[src/rtl/disp_irq_pkg.sv]
package disp_irq_pkg;

    localparam int unsigned NSRC = 5;

    // status and enable bit positions
    localparam int unsigned BIT_FRAME_END  = 0;
    localparam int unsigned BIT_FIFO_UNDER = 1;
    localparam int unsigned BIT_PAL_DONE   = 2;
    localparam int unsigned BIT_SYNC_LOST  = 3;
    localparam int unsigned BIT_RASTER_DN  = 4;

    typedef enum logic [2:0] {
        RA_RAW_STAT    = 3'd0,
        RA_MASKED_STAT = 3'd1,
        RA_EN_SET      = 3'd2,
        RA_EN_CLR      = 3'd3,
        RA_EOI         = 3'd4
    } reg_addr_e;

endpackage

[src/rtl/disp_irq_status.sv]
module disp_irq_status #(
    parameter int unsigned N = 5
) (
    input  logic         clk,
    input  logic         rst_n,
    input  logic [N-1:0] evt_i,
    input  logic [N-1:0] clr_i,
    output logic [N-1:0] stat_o
);

    typedef struct packed {
        logic [N-1:0] stat;
    } stat_state_t;

    stat_state_t st_d, st_q;

    always_comb begin
        st_d      = st_q;
        // a pulse in the same cycle as a clear wins
        st_d.stat = (st_q.stat & ~clr_i) | evt_i;
    end

    always_ff @(posedge clk or negedge rst_n) begin
        if (!rst_n) st_q <= '0;
        else        st_q <= st_d;
    end

    assign stat_o = st_q.stat;

    AST_EVT_LATCHES: assert property (@(posedge clk) disable iff (!rst_n)
        (evt_i != '0) |=> ((stat_o & $past(evt_i)) == $past(evt_i)));
    AST_CLR_WITH_EVT_KEEPS: assert property (@(posedge clk) disable iff (!rst_n)
        ((clr_i & evt_i) != '0) |=> ((stat_o & $past(clr_i & evt_i)) != '0));
    AST_W1C_CLEARS: assert property (@(posedge clk) disable iff (!rst_n)
        ((clr_i & ~evt_i) != '0) |=> ((stat_o & $past(clr_i & ~evt_i)) == '0));
    AST_STAT_HOLDS: assert property (@(posedge clk) disable iff (!rst_n)
        1'b1 |=> ((stat_o & ~$past(clr_i | evt_i)) == ($past(stat_o) & ~$past(clr_i | evt_i))));

endmodule

[src/rtl/disp_irq_enable.sv]
module disp_irq_enable #(
    parameter int unsigned N = 5
) (
    input  logic         clk,
    input  logic         rst_n,
    input  logic [N-1:0] set_i,
    input  logic [N-1:0] clr_i,
    output logic [N-1:0] en_o
);

    typedef struct packed {
        logic [N-1:0] en;
    } en_state_t;

    en_state_t en_d, en_q;

    always_comb begin
        en_d    = en_q;
        en_d.en = (en_q.en & ~clr_i) | set_i;
    end

    always_ff @(posedge clk or negedge rst_n) begin
        if (!rst_n) en_q <= '0;
        else        en_q <= en_d;
    end

    assign en_o = en_q.en;

    AST_EN_SET_ONES: assert property (@(posedge clk) disable iff (!rst_n)
        (set_i != '0) |=> ((en_o & $past(set_i)) == $past(set_i)));
    AST_EN_CLR_ONES: assert property (@(posedge clk) disable iff (!rst_n)
        ((clr_i & ~set_i) != '0) |=> ((en_o & $past(clr_i & ~set_i)) == '0));
    AST_EN_ZERO_KEEP: assert property (@(posedge clk) disable iff (!rst_n)
        1'b1 |=> ((en_o & ~$past(set_i | clr_i)) == ($past(en_o) & ~$past(set_i | clr_i))));

endmodule

[src/rtl/disp_irq_line.sv]
module disp_irq_line (
    input  logic clk,
    input  logic rst_n,
    input  logic pend_i,
    input  logic eoi_i,
    output logic irq_o
);

    typedef struct packed {
        logic armed;
        logic was_high;
    } line_state_t;

    line_state_t ln_d, ln_q;

    assign irq_o = ln_q.armed & pend_i;

    always_comb begin
        ln_d          = ln_q;
        ln_d.was_high = irq_o;
        if (eoi_i) begin
            ln_d.armed = 1'b1;
        end else if (ln_q.was_high && !irq_o) begin
            ln_d.armed = 1'b0;
        end
    end

    always_ff @(posedge clk or negedge rst_n) begin
        if (!rst_n) ln_q <= '{armed: 1'b1, was_high: 1'b0};
        else        ln_q <= ln_d;
    end

    AST_HOLD_AFTER_FALL: assert property (@(posedge clk) disable iff (!rst_n)
        (ln_q.was_high && !irq_o && !eoi_i) |=> !irq_o);
    AST_EOI_REARMS: assert property (@(posedge clk) disable iff (!rst_n)
        eoi_i |=> (irq_o == pend_i));

endmodule

[src/rtl/disp_irq_ctrl.sv]
module disp_irq_ctrl
    import disp_irq_pkg::*;
#(
    parameter int unsigned ADDR_W = 3
) (
    input  logic              clk,
    input  logic              rst_n,
    input  logic              ev_frame_end,
    input  logic              ev_fifo_under,
    input  logic              ev_pal_done,
    input  logic              ev_sync_lost,
    input  logic              ev_raster_done,
    input  logic              reg_wen,
    input  logic [ADDR_W-1:0] reg_addr,
    input  logic [NSRC-1:0]   reg_wdata,
    output logic [NSRC-1:0]   reg_rdata,
    output logic              irq_o
);

    logic [NSRC-1:0] evt_vec;
    logic [NSRC-1:0] stat_clr, en_set, en_clr;
    logic [NSRC-1:0] stat_q, en_q, masked;
    logic            eoi_wr;
    logic            sel_raw, sel_masked, sel_set, sel_clr, sel_eoi;

    always_comb begin
        evt_vec                 = '0;
        evt_vec[BIT_FRAME_END]  = ev_frame_end;
        evt_vec[BIT_FIFO_UNDER] = ev_fifo_under;
        evt_vec[BIT_PAL_DONE]   = ev_pal_done;
        evt_vec[BIT_SYNC_LOST]  = ev_sync_lost;
        evt_vec[BIT_RASTER_DN]  = ev_raster_done;
    end

    assign sel_raw    = (reg_addr == ADDR_W'(RA_RAW_STAT));
    assign sel_masked = (reg_addr == ADDR_W'(RA_MASKED_STAT));
    assign sel_set    = (reg_addr == ADDR_W'(RA_EN_SET));
    assign sel_clr    = (reg_addr == ADDR_W'(RA_EN_CLR));
    assign sel_eoi    = (reg_addr == ADDR_W'(RA_EOI));

    assign stat_clr = (reg_wen && sel_raw) ? reg_wdata : '0;
    assign en_set   = (reg_wen && sel_set) ? reg_wdata : '0;
    assign en_clr   = (reg_wen && sel_clr) ? reg_wdata : '0;
    assign eoi_wr   = reg_wen && sel_eoi;

    disp_irq_status #(.N(NSRC)) u_status (
        .clk    (clk),
        .rst_n  (rst_n),
        .evt_i  (evt_vec),
        .clr_i  (stat_clr),
        .stat_o (stat_q)
    );

    disp_irq_enable #(.N(NSRC)) u_enable (
        .clk   (clk),
        .rst_n (rst_n),
        .set_i (en_set),
        .clr_i (en_clr),
        .en_o  (en_q)
    );

    assign masked = stat_q & en_q;

    disp_irq_line u_line (
        .clk    (clk),
        .rst_n  (rst_n),
        .pend_i (|masked),
        .eoi_i  (eoi_wr),
        .irq_o  (irq_o)
    );

    always_comb begin
        reg_rdata = '0;
        if (sel_raw)               reg_rdata = stat_q;
        else if (sel_masked)       reg_rdata = masked;
        else if (sel_set | sel_clr) reg_rdata = en_q;
    end

    AST_LINE_NEEDS_PENDING: assert property (@(posedge clk) disable iff (!rst_n)
        irq_o |-> ((stat_q & en_q) != '0));
    AST_UNUSED_ADDR_INERT: assert property (@(posedge clk) disable iff (!rst_n)
        (reg_wen && !(sel_raw | sel_masked | sel_set | sel_clr | sel_eoi) && evt_vec == '0)
        |=> (stat_q == $past(stat_q) && en_q == $past(en_q)));

endmodule

[config.mk]
export PLATFORM = sky130hd
export DESIGN_NAME = disp_irq_ctrl
export DESIGN_NICKNAME = d
export VERILOG_FILES = /design/src/rtl/disp_irq_pkg.sv /design/src/rtl/disp_irq_status.sv /design/src/rtl/disp_irq_enable.sv /design/src/rtl/disp_irq_line.sv /design/src/rtl/disp_irq_ctrl.sv
export SDC_FILE = /design/constraint.sdc
export NUM_CORES = 1
export LEC_CHECK = 0
export ABC_AREA = 1
export CAP_MARGIN = 25
export CORE_UTILIZATION = 48
export DETAILED_ROUTE_END_ITERATION = 10
export PLACE_DENSITY = 0.94
export SYNTH_ARGS = -nofsm -noshare
export SYNTH_HDL_FRONTEND = slang
export SYNTH_SLANG_ARGS = --single-unit
[constraint.sdc]
create_clock -name clk -period 3.8 [get_ports clk]
set_input_delay 1.14 -clock clk [delete_from_list [all_inputs] [get_ports clk]]
set_output_delay 1.14 -clock clk [all_outputs]
set_load 0.02 [all_outputs]
==> results.txt <==
Max-cap violations: 0
Hold slack: 500 ps
Sw frac: 32.1%
Most frequent cells in the layout: nand2_1 (48), clkdlybuf4s50_1 (16), inv_1 (13), nand3_1 (11), dfrtp_1 (11)
Fin crit period: 3660 ps
HPWL Detailed: 1.29 mm
Synth Register Bits: 12
Fin. max-slew vios: 0
Crit. End Element: output pin
Initial antenna violation count: 0
Die Wd: 40.3 microns
Register area share after synthesis: 42.8%
Ant. Diodes: 0
Htree depth: 1
Cell Count, Final, Fillers Out: 147
Most common cell after layout, fill and taps aside: nand2_1
Worst hold path type: flip-flop to flip-flop
Die Height: 40.3 microns
Cell Pwr Density: 391 mW/mm^2
Row count: 13
Drt pass-1 iters: 4
Ys Warns: 0
Vias: 739
Period utilization: 96.2%
Final hold violation count: 0
Worst-path clk slew: 70 ps
CTS sink cnt: 12
First-pass GRT wire length: 2.53 mm
Mux share of post-synthesis cell area: 0%
Complex-gate fraction of the synthesized area: 1.95%
Worst VDD drop: 0.000261 V
Share of layout cells above drive strength 1: 13.6%
Slew headroom: 63.8%
P_leak: 0.534 nW
Vias in the first global route: 584
Flop pwr share: 41.7%
Clock skew: 5.34 ps
Initial drt markers: 30
Post-Synthesis Cell Area: 704 sq um
Startpoint Class: input pin
CTS Root Cell: clkbuf_4
CP Max Fanout: 10
Cts hold-fix bufs: 0
Placer Congestion: 0.839
Layout area overhead: 43.2%
PortBufs: 21
Status: finished, final reports clean
NetSw: 127 uW
Final Setup Violations: 0
Starting density of the core: 52.8%
Syn Nets: 117
Gate power share: 32.8%
CTS Buf Count: 3
Io pins: 22
Cell count after synthesis: 101
Post-synthesis xor/xnor area fraction: 0%
Adder-Cell Fraction of Synth Area: 0%
Clk pwr share: 25.5%
Vias/cell: 5.03
Cell-internal power: 268 uW
Placed cell count: 143
CP required: 2660 ps
Setup CP Type: input pin to output pin
Core Area: 0.00133 sq mm
Skew-Pair Late Insertion Delay: 270 ps
DRT Wirelength: 1.71 mm
Setup TNS: 0 ps
Die area: 0.00162 sq mm
Clk buf depth: 2
Pin count of the biggest net entering global routing: 13
Post-Synth Simple-Gate Area: 46.2%
Post-synth cell types: 14
Drc violations: 0
Total track usage: 24.5%
Remaining antenna violation count after routing: 0
Global route overflow: 0
Fmax: 0.274 GHz
Syn avg cell area: 6.97 sq um
Least-Margin Pin Slew: 542 ps
Wirelength per Cell: 11.6 microns
RSZ-0062 raised after global routing: false
Nets@finish: 149
CTS tree: built
Main combinational cell family by area after synthesis: simple AND/OR/NAND/NOR gates
Critical path arrival: 2520 ps
-- cell families (layout without fill, tap and decap cells) --
group	Yosys count	count (layout)
compound gates	2	2
buf+inv	16	47
flops	12	12
simple gates	71	71
-- repair_timing --
action	in CTS	in global routing
gates resized for setup	5	0
setup buffers	0	0
endpoints found under the setup margin	5	0
-- final timing paths --
check	start	endpoint	slack, ps	cells after the start
hold / removal	u_enable.en_o[4]	u_enable.en_o[4]	500	2
hold reg to reg	u_enable.en_o[4]	u_enable.en_o[4]	500	2
setup / recovery	reg_addr[1]	reg_rdata[2]	140	6
setup reg to reg	u_status.stat_o[1]	u_line.ln_q[0]	2850	4
min in group asynchronous	rst_n	u_status.stat_o[2]	1220	1
max in group asynchronous	rst_n	u_line.ln_q[1]	2220	1
-- state kept, by name, summed over array words and instances, names as in the netlist --
| name | count |
|---|---|
| u_status.stat_o | 5 |
| u_enable.en_o | 5 |
| u_line.ln_q | 2 |
-- worst max-delay path, stage by stage --
cell,delay [ps]
clkdlybuf4s50_1,570
inv_2,80
nor2_4,200
nand2_1,80
nand3_1,100
dlygate4sd2_1,340
-- cell type report --
class	instances	area [sq um]
inverter	15	56.3
clock buffer	4	36.3
multi-input combinational	73	339
tap	15	18.8
sequential	12	302
fill	102	325
timing repair buffer	28	256
-- power by group through the flow --
stage	Sequential (mW)	Combinational [mW]	Clock, mW
after floorplan	0.164	0.0726	0
after global placement	0.166	0.129	0
after detailed placement	0.167	0.135	0
after CTS	0.164	0.130	0.104
after global routing	0.167	0.145	0.110
final	0.164	0.130	0.101
-- cell usage after synthesis --
library cell  instances  area share, %
a31oi_1               1           0.89
buf_4                 1            1.1
dfrtp_1              11             39
dfstp_2               1            3.7
inv_1                13            6.9
inv_2                 2            1.1
nand2_1              48             26
nand3_1              11            7.8
nand4_1               5            4.4
nor2_1                3            1.6
nor2_4                1            1.6
nor3_2                2            2.8
nor3_4                1            2.3
o21bai_1              1            1.1
-- metal layers --
layer  wire length, microns  share of wire, %  global-route usage, %
met5                      0                 0                      0
met4                     29               1.7                   10.0
met3                    114               6.7                   5.00
met2                    807                47                   40.3
met1                    753                44                   31.0
-- stage by stage --
step | worst slack, ps | area [sq um] | power [mW] | utilization, %
after detailed placement | -112 | 978 | 0.302 | 73.4
after global placement | -82.3 | 978 | 0.295 | 73.4
after CTS | 152 | 1010 | 0.399 | 75.6
after floorplan | 862 | 704 | 0.236 | -
after global routing | 27.8 | 1010 | 0.422 | 75.6
final | 145 | 1010 | 0.395 | 75.6
Power figures use the tool's default switching activity.
